<file path="src/rtl/acc_cpu_pkg.sv">
`timescale 1ns/1ps
package acc_cpu_pkg;

    localparam int OPC_W = 4;

    typedef enum logic [OPC_W-1:0] {
        OP_LDA = 4'h0,
        OP_ADD = 4'h1,
        OP_SUB = 4'h2,
        OP_OUT = 4'hE,
        OP_HLT = 4'hF
    } opcode_e;

    typedef enum logic [1:0] {
        T0 = 2'd0,
        T1 = 2'd1,
        T2 = 2'd2,
        T3 = 2'd3
    } tstep_e;

    typedef struct packed {
        logic ir_load;
        logic pc_inc;
        logic addr_opnd;
        logic a_from_mem;
        logic b_load;
        logic a_from_alu;
        logic alu_sub;
        logic out_load;
        logic halt_set;
    } ctrl_t;

    // Micro-step decode: control word for one step of one opcode
    function automatic ctrl_t decode(input tstep_e st, input logic [OPC_W-1:0] opc);
        ctrl_t c;
        c = '0;
        case (st)
            T1: begin
                c.ir_load = 1'b1;
                c.pc_inc  = 1'b1;
            end
            T2: begin
                c.addr_opnd = 1'b1;
                case (opc)
                    OP_LDA:         c.a_from_mem = 1'b1;
                    OP_ADD, OP_SUB: c.b_load     = 1'b1;
                    OP_OUT:         c.out_load   = 1'b1;
                    OP_HLT:         c.halt_set   = 1'b1;
                    default:        ;
                endcase
            end
            T3: begin
                if (opc == OP_ADD || opc == OP_SUB) begin
                    c.a_from_alu = 1'b1;
                    c.alu_sub    = (opc == OP_SUB);
                end
            end
            default: ;
        endcase
        return c;
    endfunction

endpackage

</file>
<file path="src/rtl/acc_cpu_alu.sv">
`timescale 1ns/1ps
module acc_cpu_alu #(
    parameter int DW = 8
) (
    input  logic [DW-1:0] a,
    input  logic [DW-1:0] b,
    input  logic          sub,
    output logic [DW-1:0] y,
    output logic          cout,
    output logic          zero
);
    logic [DW:0] wide;

    always_comb begin
        if (sub) wide = {1'b0, a} - {1'b0, b};
        else     wide = {1'b0, a} + {1'b0, b};
        y    = wide[DW-1:0];
        cout = wide[DW];
        zero = (wide[DW-1:0] == '0);
    end
endmodule

</file>
<file path="src/rtl/acc_cpu_runctl.sv">
`timescale 1ns/1ps
module acc_cpu_runctl (
    input  logic clk,
    input  logic rst,
    input  logic run_tgl,
    input  logic step_req,
    input  logic halt_set,
    input  logic at_t0,
    output logic running,
    output logic halted,
    output logic step_go
);
    logic run_d, step_d;
    logic run_rise, step_rise;

    assign run_rise  = run_tgl  & ~run_d;
    assign step_rise = step_req & ~step_d;
    assign step_go   = step_rise & ~running & ~halted & at_t0;

    always_ff @(posedge clk) begin
        if (rst) begin
            run_d   <= 1'b0;
            step_d  <= 1'b0;
            running <= 1'b0;
            halted  <= 1'b0;
        end else begin
            run_d  <= run_tgl;
            step_d <= step_req;
            if (halt_set) begin
                halted  <= 1'b1;
                running <= 1'b0;
            end else if (run_rise && !halted) begin
                running <= ~running;
            end
        end
    end
endmodule

</file>
<file path="src/rtl/acc_cpu_seq.sv">
`timescale 1ns/1ps
module acc_cpu_seq
    import acc_cpu_pkg::*;
(
    input  logic             clk,
    input  logic             rst,
    input  logic             advance,
    input  logic [OPC_W-1:0] opc,
    output tstep_e           st,
    output ctrl_t            ctrl
);
    always_ff @(posedge clk) begin
        if (rst)          st <= T0;
        else if (advance) st <= tstep_e'(st + 2'd1);
    end

    assign ctrl = decode(st, opc);
endmodule

</file>
<file path="src/rtl/acc_cpu_dp.sv">
`timescale 1ns/1ps
module acc_cpu_dp
    import acc_cpu_pkg::*;
#(
    parameter int DW = 8,
    parameter int AW = 4
) (
    input  logic             clk,
    input  logic             rst,
    input  ctrl_t            ctrl,
    input  logic [DW-1:0]    mem_data,
    output logic [AW-1:0]    mem_addr,
    output logic [OPC_W-1:0] opc,
    output logic [DW-1:0]    acc_q,
    output logic [DW-1:0]    out_q,
    output logic             zf_q,
    output logic             cf_q
);
    logic [AW-1:0] pc_q;
    logic [DW-1:0] ir_q;
    logic [DW-1:0] b_q;
    logic [DW-1:0] alu_y;
    logic          alu_c, alu_z;

    acc_cpu_alu #(.DW(DW)) u_alu (
        .a    (acc_q),
        .b    (b_q),
        .sub  (ctrl.alu_sub),
        .y    (alu_y),
        .cout (alu_c),
        .zero (alu_z)
    );

    assign mem_addr = ctrl.addr_opnd ? ir_q[AW-1:0] : pc_q;
    assign opc      = ir_q[DW-1 -: OPC_W];

    always_ff @(posedge clk) begin
        if (rst) begin
            pc_q  <= '0;
            ir_q  <= '0;
            acc_q <= '0;
            b_q   <= '0;
            out_q <= '0;
            zf_q  <= 1'b0;
            cf_q  <= 1'b0;
        end else begin
            if (ctrl.ir_load)    ir_q  <= mem_data;
            if (ctrl.pc_inc)     pc_q  <= pc_q + 1'b1;
            if (ctrl.a_from_mem) acc_q <= mem_data;
            if (ctrl.b_load)     b_q   <= mem_data;
            if (ctrl.a_from_alu) begin
                acc_q <= alu_y;
                zf_q  <= alu_z;
                cf_q  <= alu_c;
            end
            if (ctrl.out_load)   out_q <= acc_q;
        end
    end
endmodule

</file>
<file path="src/rtl/acc_cpu.sv">
`timescale 1ns/1ps
module acc_cpu
    import acc_cpu_pkg::*;
#(
    parameter int DW = 8,
    parameter int AW = 4
) (
    input  logic          clk,
    input  logic          rst,
    input  logic          run_tgl,
    input  logic          step_req,
    output logic [AW-1:0] mem_addr,
    input  logic [DW-1:0] mem_data,
    output logic [DW-1:0] out_value,
    output logic [DW-1:0] acc_value,
    output logic          zero_flag,
    output logic          carry_flag,
    output logic          running,
    output logic          halted
);
    tstep_e           seq_st;
    ctrl_t            ctrl;
    logic [OPC_W-1:0] opc;
    logic             step_go;
    logic             advance;

    assign advance = (seq_st != T0) || running || step_go;

    acc_cpu_runctl u_runctl (
        .clk      (clk),
        .rst      (rst),
        .run_tgl  (run_tgl),
        .step_req (step_req),
        .halt_set (ctrl.halt_set),
        .at_t0    (seq_st == T0),
        .running  (running),
        .halted   (halted),
        .step_go  (step_go)
    );

    acc_cpu_seq u_seq (
        .clk     (clk),
        .rst     (rst),
        .advance (advance),
        .opc     (opc),
        .st      (seq_st),
        .ctrl    (ctrl)
    );

    acc_cpu_dp #(.DW(DW), .AW(AW)) u_dp (
        .clk      (clk),
        .rst      (rst),
        .ctrl     (ctrl),
        .mem_data (mem_data),
        .mem_addr (mem_addr),
        .opc      (opc),
        .acc_q    (acc_value),
        .out_q    (out_value),
        .zf_q     (zero_flag),
        .cf_q     (carry_flag)
    );
endmodule

</file>
<file path="config.mk">
export PLATFORM = sky130hd
export DESIGN_NAME = acc_cpu
export DESIGN_NICKNAME = d
export VERILOG_FILES = /design/src/rtl/acc_cpu_pkg.sv /design/src/rtl/acc_cpu_alu.sv /design/src/rtl/acc_cpu_runctl.sv /design/src/rtl/acc_cpu_seq.sv /design/src/rtl/acc_cpu_dp.sv /design/src/rtl/acc_cpu.sv
export SDC_FILE = /design/constraint.sdc
export NUM_CORES = 1
export LEC_CHECK = 0
export BUFFER_PORTS_ARGS = -buffer_cell sky130_fd_sc_hd__buf_2
export CAP_MARGIN = 20
export CORE_MARGIN = 5
export CORE_UTILIZATION = 30
export DETAILED_ROUTE_END_ITERATION = 10
export GPL_ROUTABILITY_DRIVEN = 0
export MAX_ROUTING_LAYER = met4
export PLACE_DENSITY = 0.54
export SKIP_CTS_REPAIR_TIMING = 1
export SYNTH_ARGS = -nofsm -noshare
export SYNTH_HDL_FRONTEND = slang
export SYNTH_HIERARCHICAL = 1
export SYNTH_SLANG_ARGS = --single-unit
</file>
<file path="constraint.sdc">
create_clock -name clk -period 9.7 [get_ports clk]
set_input_delay 1.455 -clock clk [delete_from_list [all_inputs] [get_ports clk]]
set_output_delay 1.455 -clock clk [all_outputs]
set_load 0.005 [all_outputs]
</file>
# Yosys cells after proc, flatten, opt, wreduce, memory -nomap -nowiden
# Cells that the tools add are included.
# word_totals
regBits	44
output_inout_bits	24
input_bits	12
wordCells	57
# op_classes
n_reduce_logical	12
add_sub_neg	4
eq_ne	7
mux	13
bitwise_logic	9
# op_table
cell	count
8-bit two-way mux	2
8-bit by 8-bit adder with 9-bit output	1
9-bit two-way mux	1
8-bit by 8-bit subtractor with 9-bit output	1
4-bit == test (second input constant)	2
8-bit zero test	1
2-bit two-way mux	4
1-bit AND	5
4-bit by 1-bit adder with 4-bit output (second input constant)	1
2-bit == test (second input constant)	2
4-bit by 1-bit == test with 1-bit output (second input constant)	1
4-bit by 2-bit == test with 1-bit output (second input constant)	1
4-bit zero test	1
1-bit two-way mux	4
4-bit two-way mux	1
1-bit inverter	4
2-bit nonzero test	2
2-bit OR reduction	2
1-bit logical OR	3
3-bit two-way mux	1
2-bit by 1-bit adder with 2-bit output (second input constant)	1
2-bit by 1-bit == test with 1-bit output (second input constant)	1
2-bit zero test	1
1-bit logical AND	1
1-bit zero test	1

# Depth between registers and ports, before layout
# logic_depth
depth_word	6
depth_mapped	14
ltp_nobuf	14

# Hierarchy
# The synthesis kept the hierarchy.
# modules_own_cells
mod	instances	seq_area_each_um2	cells_per_inst	area_each_um2
acc_cpu_dp	1	760.7	144	1526.5
acc_cpu_alu	1	0.0	75	529.3
acc_cpu_seq	1	40.0	24	186.4
acc_cpu_runctl	1	80.1	14	150.1
acc_cpu	1	0.0	2	11.3

# Worst setup path before layout
# No wires, ideal clock.
# synth_timing
path_kind	reg-to-reg
from	register u_seq.st[0]
to	register u_dp.zf_q
path_buffers	1
slack_ns	6.624
path_stages_with_launch	14
required_time_ns	9.635
t_arrival_ns	3.011
setup_time_ns	0.065
path_cell_list	dfxtp_1 -> ha_1 -> or3b_1 -> nor2_1 -> clkbuf_1 -> mux2_2 -> fa_1 -> nor2b_1 -> o21bai_1 -> and3b_1 -> o22a_1 -> nor4b_2 -> mux2i_1 -> nor2_1
# synth_lines
element	line_no	source
start: declaration	acc_cpu_seq.sv:9	output tstep_e st,
start signal: assignment	acc_cpu_seq.sv:14	else if (advance) st <= tstep_e'(st + 2'd1);
end signal: assignment	acc_cpu_dp.sv:53	zf_q <= alu_z;
end: declaration	acc_cpu_dp.sv:16	output logic zf_q,

==> reports/qor.csv <==
metric;value;unit
synth warn;6;
routing usage on met2;18.7;%
crit-path max FO;8;
final design utilization;34.7;%
register area;881;µm²
CP peak stage delay;0.44;ns
Clk network pwr share;16.0;%
sequential fraction of the synthesis area;36.6;%
CP endpoint kind;flip-flop;
Iteration-0 DRC Markers;71;
gr busiest metal;met2;
Worst-Skew Late Latency;0.29;ns
Post-Route WL;5.13;mm
row count;32;
Critical Path Source Type;flip-flop;
core footprint;7770;µm²
Post-DRT Antenna Nets;0;
Setup Skew;0.00926;ns
chip width;99.5;µm
Post-synth EDFFs;0;
share of layout cells above drive strength 1;18.5;%
Synth Net Count;285;
met3 usage;2.10;%
WP data required;9.92;ns
dpl hpwl;3.87;mm
GRT Total Usage;11.4;%
Final Non-Filler Cells;388;
vias in the first global route;1819;
CP Class;reg2reg;
ant diodes;0;
Synth cell types;43;
most frequent cells in the layout;nor2_1, dfxtp_1, buf_2, mux2i_1, ha_1;
CP max stage cell;fa_1;
I/O pins;36;
most used cell, CP;nor2_1;
power per cell area;252;nW/µm²
initial antenna violation count;0;
HP Class;reg2reg;
worst slew pin tran;1.04;ns
CTS tree;done;
most common cell after layout, fill and taps aside;nor2_1;
CP cell instances;ha_1 -> or3b_1 -> nor2_1 -> mux2_2 -> fa_1 -> nor2b_1 -> o22ai_1 -> xnor2_1 -> nor4_1 -> nor4b_2 -> mux2i_1 -> nor2_1;
via count;1781;
global-route wire length before repair;8.98;mm
Arr. time, crit path;3.65;ns
Final Hold Fails;0;
crit share post-route;35.3;%
RSZ-0062 raised after global routing;false;
Overall Power;0.678;mW
Max-slew headroom;30.4;%
peak supply drop;0.000136;V
Root Buffer;clkbuf_8;
Int Power;0.422;mW
Gate power share;49.6;%
synthesized flop and latch total;44;
Post-Syn Area;2400;µm²
H-tree depth;2;
first-pass iteration count of the detailed router;4;
fillers;833;
Post-Synthesis Cells;259;
# clock sinks;44;
routing usage on met1;14.5;%
fin. max-slew vios;0;
Sequential Power Share;34.4;%
Async SR Flop Fraction;0;%
Die Y;99.5;µm
clock-pin slew on the worst setup and hold paths;0.08;ns
drt via density;4.59;
setup TNS;0;ns
Avg Cell Area, Syn;9.28;µm²
switching part of the total;37.7;%
Post-route DRC;0;
main flop type after synthesis;dfxtp_1;
nets;312;
multi-input logic area;1390;µm²
Initial Util;30.9;%
placed cell count;381;
P_sw;0.256;mW
TritonCTS buffer count;5;
Clock Tree Buf Depth;2;
FMAX;292;MHz
grt total ovfl;0;
status;complete, no violations;
area delta synth->final;12.0;%
die area;9900;µm²
largest net degree at the start of global routing;47;
Min Clock Period, post-route;3.42;ns
wire per inst;13.2;µm
Finish-stage setup viols;0;
max-cap check violation count;0;
Static Leak;1.11;nW
I/O Buffers;35;
## metrics by stage
step                      worst slack [ns]  hold slack (ns)  area (µm²)
after global placement                6.36            0.469        2620
after floorplan                       6.62            0.454        2400
after CTS                             6.25            0.503        2690
final                                 6.28            0.494        2690
after global routing                  5.89            0.534        2690
after detailed placement              6.27            0.479        2620
## worst max-delay path, delay by kind of cell (launching register included)
kind                       cells  cell delay [ns]
adders and majority gates      2             0.61
xor gates and xnor gates       1             0.15
and+or+nand+nor                6             1.52
DFF                            1             0.43
AOI/OAI and AO/OA              1             0.12
muxes                          2             0.53
## synthesized netlist by cell type, types with 3 or more instances
master,number,area [µm²]
inv_1,10,37.5
xnor2_1,11,96.3
nor2_1,51,191
dfxtp_1,44,881
mux2i_1,35,350
buf_4,5,37.5
nor2b_1,12,75.1
nand2b_1,3,18.8
buf_2,7,35.0
a211oi_1,9,67.6
a21oi_1,7,35.0
nor3_1,3,15.0
nor4_1,4,25.0
ha_1,13,163
nand2_1,6,22.5
xor2_1,3,26.3
mux2_2,5,56.3
## power by group through the flow
stage	Clock, mW	Sequential, mW	Combinational [mW]
6_report	0.108	0.233	0.336
5_1_grt	0.122	0.239	0.382
4_1_cts	0.115	0.233	0.340
3_5_place_dp	0	0.237	0.339
3_3_place_gp	0	0.237	0.334
2_1_floorplan	0	0.229	0.290
## final cells by class
cell class              count  area share (%)
multi-input cells         190            51.8
flip-flops and latches     44            32.7
inverters                  10            1.39
repair buffers             35            6.51
clock inverters             1           0.186
clock buffers               6            2.70
well taps                 102            4.74
## layer usage
metal / share of wire (%) / routed length [µm]
met1: 49 / 2490
met2: 48 / 2480
met3: 2.3 / 118
met4: 0.78 / 40
met5: 0 / 0
## kinds of logic (layout without fill, tap and decap cells)
family	count (synthesis)	after routing	share of synthesized area [%]
multiplexers	42	42	18.0
AO/OA/AOI/OAI	26	26	7.44
XOR/XNOR	14	14	5.10
adder cells (fa/ha/maj)	14	14	7.60
AND/OR/NAND/NOR	94	94	19.8
flip-flops	44	44	36.6
buffers and inverters	25	52	5.36
## sequential cells by signal, indices dropped and copies added (netlist names)
name	count
u_dp/acc_q	8
u_dp/b_q	8
u_dp/cf_q	1
u_dp/ir_q	8
u_dp/out_q	8
u_dp/pc_q	4
u_dp/zf_q	1
u_runctl/halted	1
u_runctl/run_d	1
u_runctl/running	1
u_runctl/step_d	1
u_seq/st	2
## worst paths after layout
path / slack [ns] / from / end / cells after the start
max: 6.28 / u_seq/st[0]$_SDFFE_PP0P_ / u_dp/zf_q$_SDFFE_PP0P_ / 12
min reg2reg: 0.49 / u_dp/out_q[0]$_SDFFE_PP0P_ / u_dp/out_q[0]$_SDFFE_PP0P_ / 2
max reg2reg: 6.28 / u_seq/st[0]$_SDFFE_PP0P_ / u_dp/zf_q$_SDFFE_PP0P_ / 12
min: 0.49 / u_dp/out_q[0]$_SDFFE_PP0P_ / u_dp/out_q[0]$_SDFFE_PP0P_ / 2
No activity file was read; power rests on OpenSTA's default activity.
